### src/rtl/cfgrom_pkg.sv
package cfgrom_pkg;
  localparam logic [3:0] TC_QUAD_RD  = 4'h4;
  localparam logic [3:0] TC_BLOCK_RD = 4'h5;
  localparam logic [3:0] ACK_PEND    = 4'h2;
  localparam logic [3:0] ACK_REJECT  = 4'hE;
  localparam int unsigned WORD_BYTES = 4;

  typedef enum logic [1:0] {
    K_MEM    = 2'd0,
    K_LOCAL  = 2'd1,
    K_REJECT = 2'd2
  } rsp_kind_e;
endpackage

### src/rtl/cfgrom_base_reg.sv
module cfgrom_base_reg #(
  parameter int unsigned AW    = 32,
  parameter int unsigned ALIGN = 10
) (
  input  logic          clk,
  input  logic          rst_n,
  input  logic          wr,
  input  logic [AW-1:0] wdata,
  output logic [AW-1:0] base
);
  logic [AW-ALIGN-1:0] hi_q;

  always_ff @(posedge clk or negedge rst_n) begin
    if (!rst_n)  hi_q <= '0;
    else if (wr) hi_q <= wdata[AW-1:ALIGN];
  end

  assign base = {hi_q, {ALIGN{1'b0}}};
endmodule

### src/rtl/cfgrom_decode.sv
module cfgrom_decode
  import cfgrom_pkg::*;
#(
  parameter int unsigned        OFF_W     = 48,
  parameter int unsigned        WIN_AW    = 10,
  parameter logic [OFF_W-1:0]   WIN_BASE  = 48'hFFFF_F000_0400,
  parameter int unsigned        HDR_WORDS = 5,
  parameter int unsigned        LEN_W     = 16
) (
  input  logic [OFF_W-1:0] offset,
  input  logic [3:0]       tcode,
  input  logic [LEN_W-1:0] len,
  output logic             hit,
  output rsp_kind_e        kind
);
  localparam int unsigned IDX_W = WIN_AW - 2;
  localparam logic [OFF_W-WIN_AW-1:0] WIN_TAG = WIN_BASE[OFF_W-1:WIN_AW];

  logic [IDX_W-1:0] word_idx;
  logic             aligned;
  logic             single;
  logic             header;

  assign word_idx = offset[WIN_AW-1:2];
  assign aligned  = (offset[1:0] == 2'b00);
  assign single   = (tcode == TC_QUAD_RD) ||
                    ((tcode == TC_BLOCK_RD) && (len == LEN_W'(WORD_BYTES)));
  assign header   = (int'(word_idx) < int'(HDR_WORDS));
  assign hit      = (offset[OFF_W-1:WIN_AW] == WIN_TAG);

  always_comb begin
    if (!(single && aligned)) kind = K_REJECT;
    else if (header)          kind = K_LOCAL;
    else                      kind = K_MEM;
  end
endmodule

### src/rtl/cfgrom_rsp_stage.sv
module cfgrom_rsp_stage
  import cfgrom_pkg::*;
#(
  parameter int unsigned AW = 32
) (
  input  logic          clk,
  input  logic          rst_n,
  input  logic          load,
  input  logic          take,
  input  rsp_kind_e     kind,
  input  logic [AW-1:0] addr,
  output logic          valid,
  output logic          mem_rd,
  output logic          local_rd,
  output logic [3:0]    ack,
  output logic [AW-1:0] addr_q
);
  always_ff @(posedge clk or negedge rst_n) begin
    if (!rst_n) begin
      valid    <= 1'b0;
      mem_rd   <= 1'b0;
      local_rd <= 1'b0;
      ack      <= '0;
      addr_q   <= '0;
    end else if (load) begin
      valid    <= 1'b1;
      mem_rd   <= (kind == K_MEM);
      local_rd <= (kind == K_LOCAL);
      ack      <= (kind == K_REJECT) ? ACK_REJECT : ACK_PEND;
      addr_q   <= (kind == K_REJECT) ? '0 : addr;
    end else if (take) begin
      valid    <= 1'b0;
    end
  end
endmodule

### src/rtl/cfgrom_rd_map.sv
module cfgrom_rd_map
  import cfgrom_pkg::*;
#(
  parameter int unsigned AW        = 32,
  parameter int unsigned OFF_W     = 48,
  parameter int unsigned WIN_AW    = 10,
  parameter int unsigned HDR_WORDS = 5,
  parameter int unsigned LEN_W     = 16
) (
  input  logic             clk,
  input  logic             rst_n,
  input  logic             link_en,
  input  logic             cfg_wr,
  input  logic [AW-1:0]    cfg_wdata,
  output logic [AW-1:0]    cfg_rdata,
  input  logic             req_valid,
  output logic             req_ready,
  input  logic [OFF_W-1:0] req_offset,
  input  logic [3:0]       req_tcode,
  input  logic [LEN_W-1:0] req_len,
  output logic             rsp_valid,
  input  logic             rsp_ready,
  output logic             rsp_mem_rd,
  output logic             rsp_local,
  output logic [3:0]       rsp_ack,
  output logic [AW-1:0]    rsp_addr
);
  localparam logic [OFF_W-1:0] WIN_BASE = OFF_W'(48'hFFFF_F000_0400);

  logic [AW-1:0] base;
  logic          hit;
  rsp_kind_e     kind;
  logic          fire;
  logic [AW-1:0] win_off;
  logic [AW-1:0] addr_n;

  cfgrom_base_reg #(.AW(AW), .ALIGN(WIN_AW)) u_base (
    .clk(clk), .rst_n(rst_n), .wr(cfg_wr), .wdata(cfg_wdata), .base(base)
  );

  cfgrom_decode #(
    .OFF_W(OFF_W), .WIN_AW(WIN_AW), .WIN_BASE(WIN_BASE),
    .HDR_WORDS(HDR_WORDS), .LEN_W(LEN_W)
  ) u_dec (
    .offset(req_offset), .tcode(req_tcode), .len(req_len),
    .hit(hit), .kind(kind)
  );

  assign cfg_rdata = base;
  assign req_ready = link_en && (!rsp_valid || rsp_ready);
  assign fire      = req_valid && req_ready;
  assign win_off   = {{(AW-WIN_AW){1'b0}}, req_offset[WIN_AW-1:0]};
  assign addr_n    = (kind == K_MEM) ? (base + win_off) : win_off;

  cfgrom_rsp_stage #(.AW(AW)) u_rsp (
    .clk(clk), .rst_n(rst_n),
    .load(fire && hit), .take(rsp_ready),
    .kind(kind), .addr(addr_n),
    .valid(rsp_valid), .mem_rd(rsp_mem_rd), .local_rd(rsp_local),
    .ack(rsp_ack), .addr_q(rsp_addr)
  );
endmodule

### config.mk
export PLATFORM = sky130hd
export DESIGN_NAME = cfgrom_rd_map
export DESIGN_NICKNAME = d
export VERILOG_FILES = /design/src/rtl/cfgrom_pkg.sv /design/src/rtl/cfgrom_base_reg.sv /design/src/rtl/cfgrom_decode.sv /design/src/rtl/cfgrom_rsp_stage.sv /design/src/rtl/cfgrom_rd_map.sv
export SDC_FILE = /design/constraint.sdc
export NUM_CORES = 1
export LEC_CHECK = 0
export ABC_AREA = 1
export CAP_MARGIN = 10
export CORE_AREA = 2 2 95 88
export CTS_CLUSTER_DIAMETER = 150
export CTS_CLUSTER_SIZE = 12
export DETAILED_ROUTE_END_ITERATION = 10
export DIE_AREA = 0 0 97 90
export PLACE_DENSITY = 0.88
export SYNTH_ARGS = -nofsm -noshare
export SYNTH_HDL_FRONTEND = slang
export SYNTH_SLANG_ARGS = --single-unit
### constraint.sdc
create_clock -name clk -period 2.4 [get_ports clk]
set_clock_uncertainty 0.2 [all_clocks]
set_input_delay 0.48 -clock clk [delete_from_list [all_inputs] [get_ports clk]]
set_output_delay 0.48 -clock clk [all_outputs]
set_load 0.01 [all_outputs]
; Yosys cells after proc, flatten, opt, wreduce, memory -nomap -nowiden
; Index checks and enable logic that the tools add are counted.
[op_classes]
order_cmp = 1
mul = 0
reduce_logical = 11
n_addsub = 1
n_eq_ne = 6
shift = 0
n_bitwise = 0
n_mux = 7
div_mod_pow = 0
[ops]
columns = cell, count
row1 = 2-to-1 mux 32 bit, 2
row2 = equality test 38 bit (second input constant), 1
row3 = adder 32 x 10 -> 32 bit, 1
row4 = equality test 16 x 3 -> 1 bit (second input constant), 1
row5 = equality test 4 x 3 -> 1 bit (second input constant), 2
row6 = < comparator 8 x 3 -> 1 bit (second input constant), 1
row7 = logical AND 1 bit, 5
row8 = logical NOT 2 bit, 2
row9 = 2-to-1 mux 4 bit, 1
row10 = 2-to-1 mux 1 bit, 3
row11 = equality test 2 x 1 -> 1 bit (second input constant), 1
row12 = equality test 2 bit (second input constant), 1
row13 = logical OR 1 bit, 2
row14 = 2-to-1 mux 2 bit, 1
row15 = nonzero test 2 bit, 1
row16 = logical NOT 1 bit, 1
[word_totals]
ff_bits = 61
latchBits = 0
in_bits = 106
ram_bits = 0
n_memories = 0
rom_bits = 0

; Logic depth before layout (Yosys ltp)
[logic_depth]
depth_word = 8
mapped_depth = 10

; Cells and area by module
; Synthesis repeated with hierarchy kept, for this count alone.
[unflattened]
cells_unflattened = 726
hier_area_um2 = 4536.9
[by_module_without_submodules]
columns = module, seq_area_each_um2, area_each_um2, instances, cells_each
row1 = cfgrom_rsp_stage, 925.9, 1714.1, 1, 226
row2 = cfgrom_rd_map, 0.0, 1670.4, 1, 345
row3 = cfgrom_base_reg, 550.5, 918.4, 1, 104
row4 = cfgrom_decode, 0.0, 234.0, 1, 51

; Worst setup path after synthesis
; OpenSTA, ideal clock, no wires.
[synth_timing]
path_type = input-to-reg
start = in req_offset[14]
end = reg u_rsp.ack[2]
arrival_time_ns = 1.261
required_ns = 2.082
path_buffers = 1
slack_ns = 0.821
path_stages = 9
setup_ns = 0.118
cell_sequence = inv_1 > nand2_1 > nor2_1 > nand2_1 > nor2_2 > nand4_4 > buf_6 > nand2_1 > o21ai_2
[synth_via]
elab_chain_cells = 2
[synth_lines]
columns = item, line
row1 = "start, declared", cfgrom_rd_map.sv:18  ; input logic [OFF_W-1:0] req_offset,
row2 = equality test 38 bit, cfgrom_decode.sv:29  ; assign hit = (offset[OFF_W-1:WIN_AW] == WIN_TAG);
row3 = logical AND 1 bit, cfgrom_rd_map.sv:57  ; .load(fire && hit), .take(rsp_ready),
row4 = "end signal, assigned", cfgrom_rsp_stage.sv:29  ; ack <= (kind == K_REJECT) ? ACK_REJECT : ACK_PEND;
row5 = "end, declared", cfgrom_rsp_stage.sv:15  ; output logic [3:0] ack,
; Every way passes these cells.
; A chain may end at the register's enable or synchronous reset.

; Worst setup path in the final report
[layout_timing]
start = in rsp_ready
end = reg u_rsp.addr_q[24]
[layout_via]
elab_chain_cells = 4
[layout_lines]
columns = item, line
row1 = "start, declared", cfgrom_rd_map.sv:22  ; input logic rsp_ready,
row2 = logical OR 1 bit, cfgrom_rd_map.sv:50  ; assign req_ready = link_en && (!rsp_valid || rsp_ready);
row3 = logical AND 1 bit, cfgrom_rd_map.sv:50
row4 = logical AND 1 bit, cfgrom_rd_map.sv:51  ; assign fire = req_valid && req_ready;
row5 = logical AND 1 bit, cfgrom_rd_map.sv:57
row6 = "end signal, assigned", cfgrom_rsp_stage.sv:30  ; addr_q <= (kind == K_REJECT) ? '0 : addr;
row7 = "end, declared", cfgrom_rsp_stage.sv:16  ; output logic [AW-1:0] addr_q
; Every way passes these cells.

==> impl_metrics.yaml <==
global_route:
  first_global_vias: 2994
  antenna_found_initial: 0
  grt_overflow: 0
  grt_pass1_wl_um: 14400
  grt_use_total_pct: 20.5
  grt_max_degree: 36
synthesis:
  synth_edf_count: 0
  syn_inst: 344
  yosysWarnings: 0
  synth-seq-cells: 59
  syn_area_mm2: 0.00310
  synthFlopType: "dfrtp_1"
  synthDistinctLibCells: 27
  avgSynthCellArea_um2: 9.00
  async_flop_share_pct: 100
  seq_area_frac_synth_pct: 47.7
sta:
  max_slew.worst_pin.slew_ns: 0.575
  slew_headroom_pct: 61.6
  rsz0062_at_grt: "no"
  setup_violations: 0
  final-hold-violation-count: 0
  fmax_ghz: 0.500
  fin_ws_ns: 0.399
  period_share_pct: 83.4
  min_period_ns: 2.00
  fin_tns_setup_ns: 0
  slew_viol_final: 0
setup_path:
  crit_type: "input port to flip-flop"
  worst_r2r_path_depth: 8
  critical_path.max_fanout: 19
  worstSetupStartpointType: "input port"
  r2r-start: "u_rsp.valid"
  r2r_setup_slack_ns: 0.65
  cp_data_arrival_time_ns: 2.02
  cp_data_required_time_ns: 2.42
  r2r-end: "u_rsp.addr_q[24]"
  end_kind: "flip-flop"
clocking:
  clkLatencyLatePin_ns: 0.34
  cts_buffers: 9
  clock_sinks: 59
  clock_path_buffers: 2
  cts_root_buffer: "clkbuf_8"
  clkTransAtPathRegs_ns: 0.06
  post_cts_buffers: 0
  cts_max_level: 3
  cts_tree: "done"
pwr:
  p_per_area_mw_per_mm2: 454
  power_leakage_uw: 0.00214
  ir_worst_vdd_mv: 0.334
floorplanning:
  rows: 31
  dieArea_mm2: 0.00873
  io_pins: 178
  core_area_mm2: 0.00780
  die_w_um: 97
  start_util_pct: 39.7
  die_h_um: 90
routing:
  avgRoutedWirePerCell_um: 14.3
  drc: 0
  viasPerCell: 4.91
  routed_wirelength_um: 8750
  drtIter0Drc: 115
  first_pass_iters: 4
  final_antenna_net_count: 0
  vias: 2994
hold_path:
  min_from: "u_rsp.addr_q[0]"
  hold_depth: 2
  whs_endpoint: "u_rsp.addr_q[0]"
  hold_class: "flip-flop to flip-flop"
final_layout:
  nets: 613
  area_delta_synth_final_pct: 58.8
  drive_gt1_share_pct: 16.0
  diodes: 0
status:
  status: "completed"
flow_run:
  maxCapViolations: 0
placement:
  io_buffers: 156
  place_ws_ns: 0.0184
  place_congestion: 0.846
  place_hpwl_um: 6790
synth_stat cells, types with 2 or more instances:
library cell  instances  share of area [%]
o21ai_1               3               0.48
nor3_4                2                1.1
o21ai_0               3               0.48
nor2_2                5                1.0
inv_2                 2               0.24
nor3_1                4               0.65
o21ai_2              19                5.4
nand3_1               6               0.97
buf_4                12                2.9
clkbuf_1              2               0.24
nand2_1              93                 11
nand2_2               3               0.61
buf_2                 6               0.97
buf_6                 5                1.8
nor2_1               42                5.1
mux2_2               22                8.0
inv_1                20                2.4
dfrtp_1              59                 48
nand4_1              28                5.7
metal layers:
layer  share of wire (%)  track usage (%)  routed length [um]  vias to the layer above
li1                    -                -                   -                     1441
met1                  39             22.8                3440                     1418
met2                  53             36.8                4600                      115
met3                 6.1             6.45                 534                       20
met4                 2.0             7.51                 174                        0
met5                   0                0                   0                        -
stage by stage:
| step | hold slack [ns] | total power, uW | std cells | instance area, um2 | utilization [%] |
|---|---|---|---|---|---|
| floorplan | -0.0156 | 1210 | 354 | 3130 | - |
| CTS | 0.276 | 2260 | 610 | 4910 | 63.0 |
| global placement | 0.251 | 1480 | 594 | 4740 | 60.8 |
| finish | 0.270 | 2230 | 610 | 4910 | 63.0 |
| global route | 0.296 | 2340 | 610 | 4910 | 63.0 |
| detailed placement | 0.259 | 1490 | 594 | 4740 | 60.8 |
cell type report:
cell class,instances,area [um2]
clock buffer,12,145
inverter,22,82.6
fill,626,2880
multi-input combinational,248,1390
timing repair buffer,167,1680
tap,99,124
sequential,59,1480
clock inverter,3,15.0
power by group:
part	total, uW	switching [uW]	internal, uW
Combinational	414	157	257
Clock	753	361	392
Sequential	1060	30.1	1030
Total	2230	548	1680
worst max-delay path: stages:
cell and delay (ns):
clkdlybuf4s50_1 0.46, inv_1 0.05, nand2_2 0.06, nand2_2 0.05, buf_4 0.14, nor3_4 0.19
nand3_4 0.22, buf_12 0.23, nand2_1 0.06, o21ai_0 0.07
state kept, by name, indices dropped and copies added, names as in the netlist:
signal and flops:
u_rsp.valid 1, u_rsp.mem_rd 1, u_rsp.addr_q 32, u_rsp.local_rd 1
u_base.hi_q 22, u_rsp.ack 2
kinds of logic after synthesis:
logic type,share of synthesized area (%)
other,0.121
buffers and inverters,8.61
DFF,47.7
muxes,8.00
AOI/OAI and AO/OA,6.35
and+or+nand+nor,29.2
placed cells by master (no fill, tap or decap), types with 2 or more instances in the layout:
cell type,n
buf_12,3
buf_4,7
clkbuf_1,2
clkbuf_8,10
clkdlybuf4s50_1,154
clkinv_2,3
conb_1,11
dfrtp_1,59
inv_1,20
inv_2,2
mux2_2,22
nand2_1,93
nand2_2,3
nand3_1,6
nand4_1,28
nor2_1,42
nor2_2,5
nor3_1,4
nor3_4,2
o21ai_0,3
o21ai_1,3
o21ai_2,19
how the worst max path moves through the flow:
stage | start | end | slack (ns) | cells past startpoint
after global routing | rsp_ready | u_rsp.addr_q[24] | 0.30 | 10
after global placement | rsp_ready | req_ready | 0.002 | 6
after detailed placement | rsp_ready | req_ready | 0.02 | 6
final | rsp_ready | u_rsp.addr_q[24] | 0.40 | 10
after floorplan | req_offset[14] | u_rsp.ack[2] | 0.82 | 9
after CTS | rsp_ready | req_ready | 0.007 | 6
timing repair:
action,CTS,global route
endpoints found under the setup margin,0,1
hold buffers,1,0
hold endpoints to repair,24,0
gates resized for setup,0,1
Power figures use the tool's default switching activity.
